`config.mk`:
```
export PLATFORM = sky130hd
export DESIGN_NAME = fpcmp_unit
export DESIGN_NICKNAME = d
export VERILOG_FILES = /design/src/rtl/fpcmp_pkg.sv /design/src/rtl/fpcmp_classify.sv /design/src/rtl/fpcmp_core.sv /design/src/rtl/fpcmp_unit.sv
export SDC_FILE = /design/constraint.sdc
export NUM_CORES = 1
export LEC_CHECK = 0
export CORE_ASPECT_RATIO = 0.5
export CORE_MARGIN = 3
export CORE_UTILIZATION = 65
export DETAILED_ROUTE_END_ITERATION = 8
export DONT_BUFFER_PORTS = 1
export PLACE_DENSITY = 0.81
export SLEW_MARGIN = 10
export SYNTH_ARGS = -nofsm -noshare
export SYNTH_HDL_FRONTEND = slang
export SYNTH_SLANG_ARGS = --single-unit
```
`constraint.sdc`:
```
create_clock -name clk -period 4 [get_ports clk]
set_input_delay 0.8 -clock clk [delete_from_list [all_inputs] [get_ports clk]]
set_output_delay 0.8 -clock clk [all_outputs]
set_load 0.05 [all_outputs]
```
`src/rtl/fpcmp_pkg.sv`:
```
package fpcmp_pkg;

    typedef enum logic [1:0] {
        FMT_SINGLE = 2'b00,
        FMT_DOUBLE = 2'b01,
        FMT_PAIRED = 2'b10,
        FMT_RSVD   = 2'b11
    } fmt_e;

    localparam int SP_EXP_W  = 8;
    localparam int SP_FRAC_W = 23;
    localparam int DP_EXP_W  = 11;
    localparam int DP_FRAC_W = 52;
    localparam int SP_W      = 1 + SP_EXP_W + SP_FRAC_W;
    localparam int DP_W      = 1 + DP_EXP_W + DP_FRAC_W;
    localparam int LANES     = DP_W / SP_W;

endpackage

```
`src/rtl/fpcmp_classify.sv`:
```
module fpcmp_classify #(
    parameter int EXP_W  = 8,
    parameter int FRAC_W = 23
) (
    input  logic [EXP_W+FRAC_W:0]   val,
    input  logic                    abs_en,
    output logic                    is_nan,
    output logic                    is_snan,
    output logic                    is_zero,
    output logic                    sign,
    output logic [EXP_W+FRAC_W-1:0] mag
);
    localparam int W = 1 + EXP_W + FRAC_W;

    logic [EXP_W-1:0]  exp_f;
    logic [FRAC_W-1:0] frac_f;

    always_comb begin
        exp_f   = val[W-2 -: EXP_W];
        frac_f  = val[FRAC_W-1:0];
        is_nan  = (&exp_f) & (|frac_f);
        // legacy encoding: top fraction bit set marks a signaling NaN
        is_snan = is_nan & frac_f[FRAC_W-1];
        mag     = val[W-2:0];
        is_zero = ~|mag;
        sign    = val[W-1] & ~abs_en;
    end

endmodule

```
`src/rtl/fpcmp_core.sv`:
```
module fpcmp_core #(
    parameter int EXP_W  = 8,
    parameter int FRAC_W = 23
) (
    input  logic [EXP_W+FRAC_W:0] a,
    input  logic [EXP_W+FRAC_W:0] b,
    input  logic [3:0]            sel,
    input  logic                  abs_en,
    output logic                  lt,
    output logic                  eq,
    output logic                  unord,
    output logic                  cond,
    output logic                  invalid
);
    localparam int MW = EXP_W + FRAC_W;

    logic          a_nan, a_snan, a_zero, a_sign;
    logic          b_nan, b_snan, b_zero, b_sign;
    logic [MW-1:0] a_mag, b_mag;
    logic          raw_lt;

    fpcmp_classify #(.EXP_W(EXP_W), .FRAC_W(FRAC_W)) u_cls_a (
        .val(a), .abs_en(abs_en), .is_nan(a_nan), .is_snan(a_snan),
        .is_zero(a_zero), .sign(a_sign), .mag(a_mag)
    );

    fpcmp_classify #(.EXP_W(EXP_W), .FRAC_W(FRAC_W)) u_cls_b (
        .val(b), .abs_en(abs_en), .is_nan(b_nan), .is_snan(b_snan),
        .is_zero(b_zero), .sign(b_sign), .mag(b_mag)
    );

    always_comb begin
        unord = a_nan | b_nan;
        eq    = ~unord & ((a_zero & b_zero) |
                          ((a_sign == b_sign) && (a_mag == b_mag)));
        unique case ({a_sign, b_sign})
            2'b10:   raw_lt = 1'b1;
            2'b01:   raw_lt = 1'b0;
            2'b00:   raw_lt = a_mag < b_mag;
            default: raw_lt = b_mag < a_mag;
        endcase
        lt      = ~unord & ~eq & raw_lt;
        cond    = (sel[2] & lt) | (sel[1] & eq) | (sel[0] & unord);
        invalid = unord & (sel[3] | a_snan | b_snan);
    end

endmodule

```
`src/rtl/fpcmp_unit.sv`:
```
module fpcmp_unit
    import fpcmp_pkg::*;
#(
    parameter int NUM_CC = 8,
    localparam int CC_IDX_W = $clog2(NUM_CC)
) (
    input  logic                clk,
    input  logic                rst_n,
    input  logic                req_valid,
    input  logic [1:0]          fmt,
    input  logic [3:0]          sel,
    input  logic                abs_en,
    input  logic [CC_IDX_W-1:0] cc_idx,
    input  logic                trap_en,
    input  logic [63:0]         op_a,
    input  logic [63:0]         op_b,
    output logic [NUM_CC-1:0]   cc_bank_q,
    output logic                done_q,
    output logic                invalid_q,
    output logic                trap_q
);
    typedef struct packed {
        logic [NUM_CC-1:0] cc_bank;
        logic              done;
        logic              invalid;
        logic              trap;
    } state_t;

    state_t st_d, st_q;

    // double-precision path
    logic dp_lt, dp_eq, dp_unord, dp_cond, dp_inv;

    fpcmp_core #(.EXP_W(DP_EXP_W), .FRAC_W(DP_FRAC_W)) u_dp (
        .a(op_a), .b(op_b), .sel(sel), .abs_en(abs_en),
        .lt(dp_lt), .eq(dp_eq), .unord(dp_unord),
        .cond(dp_cond), .invalid(dp_inv)
    );

    // single-precision lanes: lane 0 = low word, lane 1 = high word
    logic [LANES-1:0] sl_lt, sl_eq, sl_unord, sl_cond, sl_inv;

    for (genvar g = 0; g < LANES; g++) begin : g_lane
        fpcmp_core #(.EXP_W(SP_EXP_W), .FRAC_W(SP_FRAC_W)) u_sp (
            .a(op_a[g*SP_W +: SP_W]), .b(op_b[g*SP_W +: SP_W]),
            .sel(sel), .abs_en(abs_en),
            .lt(sl_lt[g]), .eq(sl_eq[g]), .unord(sl_unord[g]),
            .cond(sl_cond[g]), .invalid(sl_inv[g])
        );

        p_lane_unord_r4: assert property (@(posedge clk) disable iff (!rst_n)
            sl_unord[g] |-> (!sl_lt[g] && !sl_eq[g]));
    end

    logic                c_lo, c_hi, pair, inv;
    logic [CC_IDX_W-1:0] hi_idx;

    always_comb begin
        hi_idx = cc_idx + CC_IDX_W'(1);
        c_hi   = 1'b0;
        pair   = 1'b0;
        unique case (fmt_e'(fmt))
            FMT_SINGLE: begin
                c_lo = sl_cond[0];
                inv  = sl_inv[0];
            end
            FMT_PAIRED: begin
                c_lo = sl_cond[0];
                c_hi = sl_cond[1];
                inv  = |sl_inv;
                pair = 1'b1;
            end
            default: begin
                c_lo = dp_cond;
                inv  = dp_inv;
            end
        endcase

        st_d         = st_q;
        st_d.done    = 1'b0;
        st_d.invalid = 1'b0;
        st_d.trap    = 1'b0;
        if (req_valid) begin
            st_d.done    = 1'b1;
            st_d.invalid = inv;
            // status is resolved first; a trap cancels the condition write
            if (inv && trap_en) begin
                st_d.trap = 1'b1;
            end else begin
                st_d.cc_bank[cc_idx] = c_lo;
                if (pair) st_d.cc_bank[hi_idx] = c_hi;
            end
        end
    end

    always_ff @(posedge clk) begin
        if (!rst_n) st_q <= '0;
        else        st_q <= st_d;
    end

    assign cc_bank_q = st_q.cc_bank;
    assign done_q    = st_q.done;
    assign invalid_q = st_q.invalid;
    assign trap_q    = st_q.trap;

    p_dp_unord_r4: assert property (@(posedge clk) disable iff (!rst_n)
        dp_unord |-> (!dp_lt && !dp_eq));

    p_force_signal_r5: assert property (@(posedge clk) disable iff (!rst_n)
        (req_valid && fmt == FMT_DOUBLE && dp_unord && sel[3]) |=> invalid_q);

    p_trap_keeps_bank_r9: assert property (@(posedge clk) disable iff (!rst_n)
        trap_q |-> (cc_bank_q == $past(cc_bank_q)));

    p_trap_needs_invalid_r9: assert property (@(posedge clk) disable iff (!rst_n)
        trap_q |-> (invalid_q && done_q));

    p_done_follows_req_r10: assert property (@(posedge clk) disable iff (!rst_n)
        req_valid |=> done_q);

    p_idle_quiet_r10: assert property (@(posedge clk) disable iff (!rst_n)
        !done_q |-> (!invalid_q && !trap_q));

    p_idle_bank_r10: assert property (@(posedge clk) disable iff (!rst_n)
        !req_valid |=> $stable(cc_bank_q));

endmodule

```
### After elaboration in Yosys (flattened, before gate mapping)

Index checks and enable logic that the tools add are counted.

| storage, ports and cells | value |
|---|---|
| bits in read-only memories | 0 |
| logic and storage cells | 144 |
| memories kept | 0 |
| register bits after elaboration | 11 |
| RAM bits | 0 |
| latch bits | 0 |

| cells by class | value |
|---|---|
| add/subtract/negate cells | 1 |
| $mul | 0 |
| magnitude comparators | 10 |
| reduce and logical (&&, ||, !) cells | 37 |
| bitwise operators | 66 |
| divide/modulo/power cells | 0 |
| equal/unequal tests | 10 |
| multiplexer cells | 16 |
| shift operators | 0 |

Operator list:

| kind | number |
|---|---|
| $lt A63 B63 Y1 | 2 |
| $reduce_or A63 Y1 | 2 |
| $lt A31 B31 Y1 | 4 |
| $reduce_or A31 Y1 | 4 |
| $reduce_or A52 Y1 | 2 |
| $reduce_or A23 Y1 | 4 |
| $eq A63 B63 Y1 | 1 |
| $eq A31 B31 Y1 | 2 |
| $and A1 B1 Y1 | 40 |
| $reduce_and A8 Y1 | 4 |
| $reduce_and A11 Y1 | 2 |
| $or A1 B1 Y1 | 18 |
| $bwmux W8 | 2 |
| $pmux W1 S3 | 3 |
| $lt A3 B4 Y1 const B | 2 |
| $mux W8 | 1 |
| $not A1 Y1 | 8 |
| $demux W1 S3 | 2 |
| $eq A2 B2 Y1 const B | 3 |
| $ge A3 B1 Y1 const B | 2 |
| $logic_and A1 B1 Y1 | 6 |
| $logic_not A1 Y1 | 6 |
| $logic_not A2 Y1 | 3 |
| $mux W1 | 6 |
| 7 further kinds | 11 |

### Longest topological paths before layout

Gate-level depths: netlist of run 1.

| logic depth | value |
|---|---|
| depth in word-level cells | 16 |
| gate-level depth with buffers | 11 |
| mapped depth without buffers | 11 |

### Modules after synthesis

From an unflattened synthesis of run 1, not the netlist that was laid out.

| second synthesis, totals | value |
|---|---|
| cells, all modules | 972 |
| area, all modules | 7109.3 µm² |

Modules (own cells, without submodules):

| module | area an instance (µm²) | cells an instance | times used | seq. area each (µm²) |
|---|---|---|---|---|
| fpcmp_core (g_lane[0].u_sp ...) | 937.1 | 131 | 2 | 0.0 |
| fpcmp_core (u_dp) | 1788.0 | 252 | 1 | 0.0 |
| fpcmp_classify (g_lane[0].u_sp.u_cls_a ...) | 347.8 | 49 | 4 | 0.0 |
| fpcmp_classify (u_dp.u_cls_a ...) | 661.9 | 92 | 2 | 0.0 |
| fpcmp_unit | 732.0 | 78 | 1 | 220.2 |

### Worst setup path after synthesis of run 1

No wires, ideal clock.

| timing | value |
|---|---|
| kind | input -> register |
| from | in op_b[54] |
| to | reg st_q (netlist bit cc_bank_q[6]) |
| buffers on the path | 0 |
| setup time | 0.133 ns |
| required time | 3.867 ns |
| cell stages on the path | 11 |
| slack | 0.904 ns |
| arrival time | 2.963 ns |
| cell sequence | inv_1 > ha_1 > nand4_2 > nor4_4 > nand4_2 > or3_4 > and3_4 > o311ai_4 > a31oi_4 > o21ai_1 > o221ai_1 |

| on the way | value |
|---|---|
| longest elaborated chain between the ends | 15 |

RTL lines:

| item | line | text |
|---|---|---|
| start: declaration | fpcmp_unit.sv:16 | `input logic [63:0] op_b,` |
| parallel branches: the longest is 15 deep, another holds $lt A63 B63 Y1 | n/a |  |
| end signal: assignment | fpcmp_unit.sv:98 | `else st_q <= st_d;` |
| end: declaration | fpcmp_unit.sv:29 | `state_t st_d, st_q;` |

Parallel ways; which one is timed is not known.
A chain may end at the register's enable or synchronous reset.

### Final worst setup path of run 1

| timing | value |
|---|---|
| from | in op_b[12] |
| to | reg st_q (netlist bit cc_bank_q[7]) |

| on the way | value |
|---|---|
| longest elaborated chain between the ends | 15 |

RTL lines:

| item |
|---|
| parallel branches: the longest is 15 deep, another holds $lt A63 B63 Y1 |

Parallel ways; which one is timed is not known.

==> impl_metrics.sql, run 1 <==
INSERT INTO impl_metrics (metric_group, metric, value, unit) VALUES
('synthesis', 'synth.yosys.warnings', '0', ''),
('layout', 'layoutNonFillerInstCount', '539', ''),
('worst_setup_path', 'worst_setup_path_endpoint', 'cc_bank_q[7]', ''),
('worst_setup_path', 'critPathMaxStageDelay', '0.56', 'ns'),
('synthesis', 'post-synth-top-area-cell', 'sky130_fd_sc_hd__ha_1', ''),
('synthesis', 'yosysSeqAreaShare', '6.60', '%'),
('die', 'core', '4660', 'µm²'),
('sta', 'timing_worst_slew_pin_value', '0.852', 'ns'),
('worst_setup_path', 'crit_path_end_kind', 'flip-flop', ''),
('sta', 'fin_crit_sh', '78.6', '%'),
('die', 'floorplan.die_area', '6080', 'µm²'),
('worst_setup_path', 'timing.critical_path.slowest_stage_cell', 'sky130_fd_sc_hd__nor4_1', ''),
('route', 'ant_nets', '0', ''),
('clock_tree', 'cts.reportedPaths.clkPinSlew', '0.05', 'ns'),
('pwr', 'switchingPower', '0.000199', 'W'),
('sta', 'timing_hold_violations_final', '0', ''),
('clock_tree', 'tritoncts', 'built', ''),
('clock_tree', 'post_cts.resized_instances', '0', ''),
('pwr', 'share_seq_of_total_power', '28.7', '%'),
('pwr', 'power_frac_clock', '22.2', '%'),
('grt', 'global_route.overflow_total', '0', ''),
('clock_tree', 'cts_buffer_depth', '2', ''),
('clock_tree', 'clkLatencyLatePin', '0.23', 'ns'),
('synthesis', 'synth_top_flop_cell', 'sky130_fd_sc_hd__dfxtp_1', ''),
('route', 'number_of_design_rule_violations_left_by_the_first_detailed_router_iteration', '273', ''),
('synthesis', 'async_reset_ff_share', '0', '%'),
('synthesis', 'synth_top_area_share', '26.6', '%'),
('sta', 'final-setup-viol-count', '0', ''),
('layout', 'fin_area', '3470', 'µm²'),
('sta', 'rsz0062_at_grt', 'no', ''),
('sta', 'max_slew_violation_count', '0', ''),
('worst_setup_path', 'worstPathMaxFanout', '8', ''),
('pwr', 'ir_worst_vdd', '0.171', 'mV'),
('clock_tree', 'clock_h_tree_levels', '1', ''),
('synthesis', 'synth_fp_nets', '682', ''),
('die', 'floorplan.initialDensity', '71.6', '%'),
('layout', 'final_layout_size_suffix_gt1_share', '6.34', '%'),
('route', 'vias', '3682', ''),
('worst_setup_path', 'worstPathArrival', '3.25', 'ns'),
('placed_design', 'place.detailed.instances', '535', ''),
('synthesis', 'synth_enable_flop_cells', '0', ''),
('layout', 'antenna_cells_inserted', '0', ''),
('sta', 'setup-tns-final', '0', 'ns'),
('worst_setup_path', 'cp_startpoint_kind', 'primary input', ''),
('synthesis', 'synth.ff_latch_count', '11', ''),
('worst_setup_path', 'critical-path-top-cell-by-count', 'sky130_fd_sc_hd__nor4_1', ''),
('grt', 'grt_antenna_before_repair', '0', ''),
('pwr', 'internal_power', '0.000294', 'W'),
('placed_design', 'post_dp_cell_area', '3420', 'µm²'),
('layout', 'num-nets-final', '687', ''),
('pwr', 'switching_portion_of_total_power', '40.4', '%'),
('clock_tree', 'tritoncts.num_buffers', '3', ''),
('worst_setup_path', 'regToRegStartpoint', 'cc_bank_q[7]', ''),
('pwr', 'powerDensity', '142', 'nW/µm²'),
('sta', 'relSlewSlack', '42.7', '%'),
('pwr', 'comb_power_share', '49.1', '%'),
('outcome', 'outcome', 'finished, final reports clean', ''),
('clock_tree', 'ctsRootBufferMaster', 'sky130_fd_sc_hd__clkbuf_8', ''),
('grt', 'grt_max_degree', '18', ''),
('route', 'detail_route.drc_violations', '0', ''),
('die', 'rows', '17', ''),
('layout', 'multi_input_comb_area', '2780', 'µm²'),
('synthesis', 'synth_top_cells_by_area', 'sky130_fd_sc_hd__ha_1 27%, sky130_fd_sc_hd__inv_1 9.9%, sky130_fd_sc_hd__dfxtp_1 6.6%', ''),
('route', 'totalWireLength', '10.1', 'mm'),
('grt', 'number_of_global_route_vias_before_repair', '3675', ''),
('worst_setup_path', 'critical_path.cell_chain', 'nor4_1, nand4_1, nor4_1, nand4bb_1, and3_4, o311ai_4, a31oi_4, o21ai_1, o221ai_1', ''),
('clock_tree', 'clock_sink_count', '11', ''),
('synthesis', 'netlist_instances', '469', ''),
('synthesis', 'synth_cell_type_count', '65', ''),
('grt', 'groute.usage.overall', '32.6', '%'),
('synthesis', 'netlist_area', '3340', 'µm²');
## state kept, by name (all words and copies together), names as in the netlist
signal,count
invalid_q,1
done_q,1
trap_q,1
cc_bank_q,8
## cell families after synthesis
family	share of synthesized area (%)
and+or+nand+nor	33.6
DFF	6.60
adders and majority gates	26.6
xor gates and xnor gates	0.263
AOI/OAI and AO/OA	22.5
muxes	0.300
buffers and inverters	10.1
## power groups by stage
stage          Sequential (W)  Combinational [W]  Clock, W
2_1_floorplan        0.000142           0.000190         0
3_3_place_gp         0.000143           0.000222         0
3_5_place_dp         0.000143           0.000237         0
4_1_cts              0.000141           0.000238  0.000111
5_1_grt              0.000142           0.000277  0.000119
6_report             0.000142           0.000242  0.000109
## stage by stage
step / hold slack, ns / setup WS [ns] / total power (W) / utilization [%]
floorplan: 0.740 / 0.904 / 0.000332 / -
global placement: 0.764 / 0.724 / 0.000365 / 73.4
detailed placement: 0.772 / 0.643 / 0.000380 / 73.4
CTS: 0.700 / 0.887 / 0.000491 / 74.4
global route: 0.716 / 0.633 / 0.000539 / 74.4
finish: 0.705 / 0.857 / 0.000493 / 74.4
## placed cells by master (no fill, tap or decap), types with 2 or more instances in the layout
cell / n
sky130_fd_sc_hd__ha_1: 71
sky130_fd_sc_hd__o21ai_1: 11
sky130_fd_sc_hd__nor2b_1: 8
sky130_fd_sc_hd__nand4_1: 23
sky130_fd_sc_hd__clkbuf_8: 3
sky130_fd_sc_hd__nand2_1: 32
sky130_fd_sc_hd__and2_1: 2
sky130_fd_sc_hd__nand2b_1: 7
sky130_fd_sc_hd__nor2_1: 16
sky130_fd_sc_hd__and2b_2: 2
sky130_fd_sc_hd__o221ai_1: 6
sky130_fd_sc_hd__a21o_1: 3
sky130_fd_sc_hd__a211oi_1: 3
sky130_fd_sc_hd__nor3b_1: 3
sky130_fd_sc_hd__a21oi_1: 37
sky130_fd_sc_hd__o21a_1: 4
sky130_fd_sc_hd__o31ai_1: 3
sky130_fd_sc_hd__and3_1: 3
sky130_fd_sc_hd__a221oi_1: 2
sky130_fd_sc_hd__or3_1: 2
sky130_fd_sc_hd__nand3b_1: 7
sky130_fd_sc_hd__nor3_1: 8
sky130_fd_sc_hd__dfxtp_1: 11
sky130_fd_sc_hd__inv_1: 88
sky130_fd_sc_hd__nand3_1: 16
sky130_fd_sc_hd__nor4_2: 6
sky130_fd_sc_hd__o22ai_1: 3
sky130_fd_sc_hd__nor4_1: 30
sky130_fd_sc_hd__nand4_2: 3
sky130_fd_sc_hd__o21ai_0: 21
sky130_fd_sc_hd__o31a_1: 3
## cell usage after synthesis (8+ instances only)
cell type                 number
sky130_fd_sc_hd__o21ai_0      21
sky130_fd_sc_hd__nor3_1        8
sky130_fd_sc_hd__nand4_1      23
sky130_fd_sc_hd__nor2b_1       8
sky130_fd_sc_hd__o21ai_1      11
sky130_fd_sc_hd__nor2_1       16
sky130_fd_sc_hd__nand2_1      32
sky130_fd_sc_hd__a21oi_1      37
sky130_fd_sc_hd__dfxtp_1      11
sky130_fd_sc_hd__ha_1         71
sky130_fd_sc_hd__nand3_1      16
sky130_fd_sc_hd__inv_1        88
sky130_fd_sc_hd__nor4_1       30
## per-layer routing
layer  share of wire [%]  global-route usage [%]
met5                   0                       0
met4                0.98                    3.28
met3                  13                    8.73
met2                  47                    59.2
met1                  40                    40.0
## critical path: cells and delay by family
kind | cells | cell delay, ns
simple gates | 5 | 1.76
compound gates | 4 | 0.69
## area by class of cell
type                            instances  area share, %
Multi-Input combinational cell        369           80.2
Inverter                               88           9.53
Sequential cell                        11           6.35
Tap cell                               66           2.38
Clock buffer                            4           1.30
Timing Repair Buffer                    1          0.217
## how the worst min path moves through the flow
stage | end | depth (start not counted)
floorplan | cc_bank_q[4] | 2
global placement | cc_bank_q[6] | 2
detailed placement | cc_bank_q[4] | 2
CTS | cc_bank_q[2] | 2
global route | cc_bank_q[2] | 2
finish | cc_bank_q[2] | 2
Power figures use the tool's default switching activity.
==> run 2: changes to the inputs <==
- ABC_AREA: default -> 1
- clock period: 4 -> 3 ns (I/O delays scaled with it)
==> impl_metrics.sql, run 2 <==
INSERT INTO impl_metrics (metric_group, metric, value, unit) VALUES
('outcome', 'outcome', 'finished, final reports clean', ''),
('worst_setup_path', 'critPathRequiredTime', '3.13', 'ns'),
('route', 'detail_route.drc_violations', '0', ''),
('sta', 'final-setup-viol-count', '0', ''),
('sta', 'rsz0062_at_grt', 'no', ''),
('route', 'met1_length', '4.77', 'mm'),
('clock_tree', 'cts_buffer_depth', '2', ''),
('layout', 'final_layout_size_suffix_gt1_share', '8.48', '%'),
('layout', 'layout_commonest_cell', 'sky130_fd_sc_hd__nand2_1', ''),
('worst_setup_path', 'worstPathArrival', '2.58', 'ns'),
('placed_design', 'place_worst_setup_slack', '0.466', 'ns'),
('sta', 'timing.final.ws_setup', '0.556', 'ns'),
('die', 'io-pin-count', '153', ''),
('synthesis', 'synth_mux_area_share', '0', '%'),
('synthesis', 'netlist_instances', '693', ''),
('worst_setup_path', 'critical-path-top-cell-by-count', 'sky130_fd_sc_hd__nand2_1', ''),
('synthesis', 'synth_top_cells_by_area', 'sky130_fd_sc_hd__ha_1 23%, sky130_fd_sc_hd__nand2_1 18%, sky130_fd_sc_hd__inv_1 11%', ''),
('synthesis', 'post-synth-top-area-cell', 'sky130_fd_sc_hd__ha_1', ''),
('sta', 'worst_skew', '0', 'ns'),
('min_path', 'hold_path_class', 'in2reg', ''),
('die', 'floorplan.initialDensity', '68.7', '%'),
('worst_setup_path', 'path_delay_family', 'simple AND/OR/NAND/NOR gates', ''),
('sta', 'fin_crit_sh', '81.5', '%'),
('synthesis', 'synth-xor-area-share', '0.227', '%'),
('layout', 'num-nets-final', '910', ''),
('sta', 'setup-tns-final', '0', 'ns'),
('clock_tree', 'tritoncts.num_buffers', '3', ''),
('synthesis', 'yosys.area_share.simple', '50.4', '%'),
('sta', 'max_slew_violation_count', '0', ''),
('grt', 'global_route.overflow_total', '0', ''),
('synthesis', 'synth_enable_flop_cells', '0', ''),
('route', 'drt_pre_antenna_iters', '5', ''),
('worst_setup_path', 'timing.critical_path.slowest_stage_cell', 'sky130_fd_sc_hd__ha_1', ''),
('synthesis', 'synth_compound_gate_area_share', '7.34', '%'),
('worst_setup_path', 'cp_startpoint_kind', 'primary input', ''),
('synthesis', 'syn_avg_cell_area', '5.56', 'µm²'),
('layout', 'largest_reg_flops', '8', ''),
('synthesis', 'synth_top_flop_cell', 'sky130_fd_sc_hd__dfxtp_1', ''),
('grt', 'number_of_global_route_vias_before_repair', '3814', ''),
('grt', 'grt_antenna_before_repair', '0', ''),
('synthesis', 'main_combinational_cell_family_by_area_after_synthesis', 'simple AND/OR/NAND/NOR gates', ''),
('grt', 'first_pass_grt_wire_length', '16.0', 'mm'),
('sta', 'timing_worst_slew_pin_value', '0.554', 'ns'),
('synthesis', 'yosysSeqAreaShare', '5.72', '%'),
('synthesis', 'synth.ff_latch_count', '11', ''),
('placed_design', 'gp_congestion', '0.927', ''),
('route', 'wire_length_per_cell', '13.1', 'µm'),
('clock_tree', 'post_cts_hold_buffer_count', '0', ''),
('clock_tree', 'tritoncts', 'built', ''),
('sta', 'timing_hold_violations_final', '0', ''),
('sta', 'relSlewSlack', '63.0', '%'),
('pwr', 'ir_worst_vdd', '0.215', 'mV'),
('clock_tree', 'postCtsSetupBuffers', '0', ''),
('route', 'routed_via_density', '5.58', ''),
('clock_tree', 'post_cts.resized_instances', '0', ''),
('clock_tree', 'clock_h_tree_levels', '1', ''),
('synthesis', 'synth_cell_type_count', '33', ''),
('synthesis', 'synth.yosys.warnings', '0', ''),
('die', 'core', '5610', 'µm²'),
('synthesis', 'post_synth_adder_cell_area', '23.1', '%'),
('grt', 'groute.usage.overall', '27.8', '%'),
('placed_design', 'detailed_place_hpwl', '8.84', 'mm'),
('layout', 'mostFrequentLayoutCells', '184 x sky130_fd_sc_hd__nand2_1, 108 x sky130_fd_sc_hd__inv_1, 101 x sky130_fd_sc_hd__nor2_1', ''),
('route', 'wl_met2', '4.23', 'mm'),
('route', 'totalWireLength', '10.1', 'mm'),
('grt', 'grt_max_degree', '10', ''),
('route', 'dr_wl_met3', '994', 'µm'),
('die', 'floorplan.die.width', '115', 'µm'),
('clock_tree', 'clock_sink_count', '11', ''),
('synthesis', 'netlist_area', '3850', 'µm²'),
('die', 'rows', '19', ''),
('worst_setup_path', 'crit_buf_inv', '1', ''),
('synthesis', 'synth_commonest_cells', '184 x sky130_fd_sc_hd__nand2_1, 108 x sky130_fd_sc_hd__inv_1, 101 x sky130_fd_sc_hd__nor2_1', ''),
('worst_setup_path', 'criticalPathCategory', 'in2reg', ''),
('layout', 'antenna_cells_inserted', '0', ''),
('sta', 'min_period', '2.44', 'ns'),
('die', 'floorplan.die.height', '60.4', 'µm'),
('pwr', 'powerDensity', '215', 'nW/µm²'),
('clock_tree', 'ctsRootBufferMaster', 'sky130_fd_sc_hd__clkbuf_16', ''),
('pwr', 'power.leakage', '2.14', 'nW'),
('placed_design', 'number_of_buffers_added_on_ports', '0', ''),
('pwr', 'report.power.total', '0.000863', 'W'),
('die', 'floorplan.die_area', '6940', 'µm²'),
('worst_setup_path', 'critPathMaxStageDelay', '0.32', 'ns'),
('worst_setup_path', 'critical_path.cell_chain', 'inv_2, ha_1, nand2_1, nor2_1, nand3_1, nor2_1, nand3b_1, nand2_1, nor2_1, nand4_1, nand3_2, nand3_1, nand2_1, nand2_1, a21oi_1', ''),
('synthesis', 'synthMostInstantiatedCell', 'sky130_fd_sc_hd__nand2_1', ''),
('worst_setup_path', 'crit_path_end_kind', 'flip-flop', ''),
('route', 'ant_nets', '0', ''),
('worst_setup_path', 'worstPathMaxFanout', '8', ''),
('synthesis', 'synth_fp_nets', '906', ''),
('layout', 'area.growth.synth_to_final', '4.16', '%'),
('route', 'vias', '4288', ''),
('synthesis', 'async_reset_ff_share', '0', '%'),
('route', 'top_layer_used', 'met4', ''),
('run', 'drv_cap', '0', ''),
('clock_tree', 'clkLatencyLatePin', '0.24', 'ns'),
('synthesis', 'synth_top_area_share', '23.1', '%'),
('route', 'number_of_design_rule_violations_left_by_the_first_detailed_router_iteration', '298', ''),
('sta', 'fmaxAchievable', '409', 'MHz'),
('layout', 'num-fill-cells', '550', ''),
('clock_tree', 'cts.reportedPaths.clkPinSlew', '0.04', 'ns');
## run 2: metal layers
metal | GRT usage (%) | vias to the layer above
met1 | 38.6 | 1841
met3 | 6.27 | 10
met2 | 45.3 | 175
li1 | - | 2262
met5 | 0 | -
met4 | 4.35 | 0
## run 2: final timing paths
kind                startpoint           end  slack, ns  cells after the start
hold / removal           rst_n  cc_bank_q[3]       0.48                      2
setup reg to reg  cc_bank_q[6]  cc_bank_q[6]       1.79                      6
setup / recovery      op_b[22]  cc_bank_q[7]       0.56                     15
hold reg to reg   cc_bank_q[7]  cc_bank_q[7]       0.78                      4
## run 2: power by group
group	total, W	switching, W	internal, W
logic	0.000415	0.000252	0.000163
clock network	0.000249	0.0000716	0.000177
registers	0.000200	0.0000428	0.000157
total	0.000863	0.000367	0.000496
## run 2: kinds of logic after synthesis
group | count (synthesis)
AND/OR/NAND/NOR | 425
buffers and inverters | 134
adder cells (fa/ha/maj) | 71
AO/OA/AOI/OAI | 51
flip-flops | 11
XOR/XNOR | 1
## run 2: stage by stage
stage	utilization [%]	instance area [µm²]	hold slack (ns)	std cells
finish	71.5	4010	0.479	769
global route	71.5	4010	0.485	769
CTS	71.5	4010	0.479	769
detailed placement	70.1	3930	0.728	765
global placement	70.1	3930	0.728	765
floorplan	-	3850	0.730	693
## run 2: cell type report
class                           count  area, µm²  share of cell area (%)
Multi-Input combinational cell    548       3120                    77.8
Inverter                          133        499                    12.4
Tap cell                           73       91.3                    2.28
Clock inverter                      1       5.00                   0.125
Clock buffer                        3       75.1                    1.87
Sequential cell                    11        220                    5.49
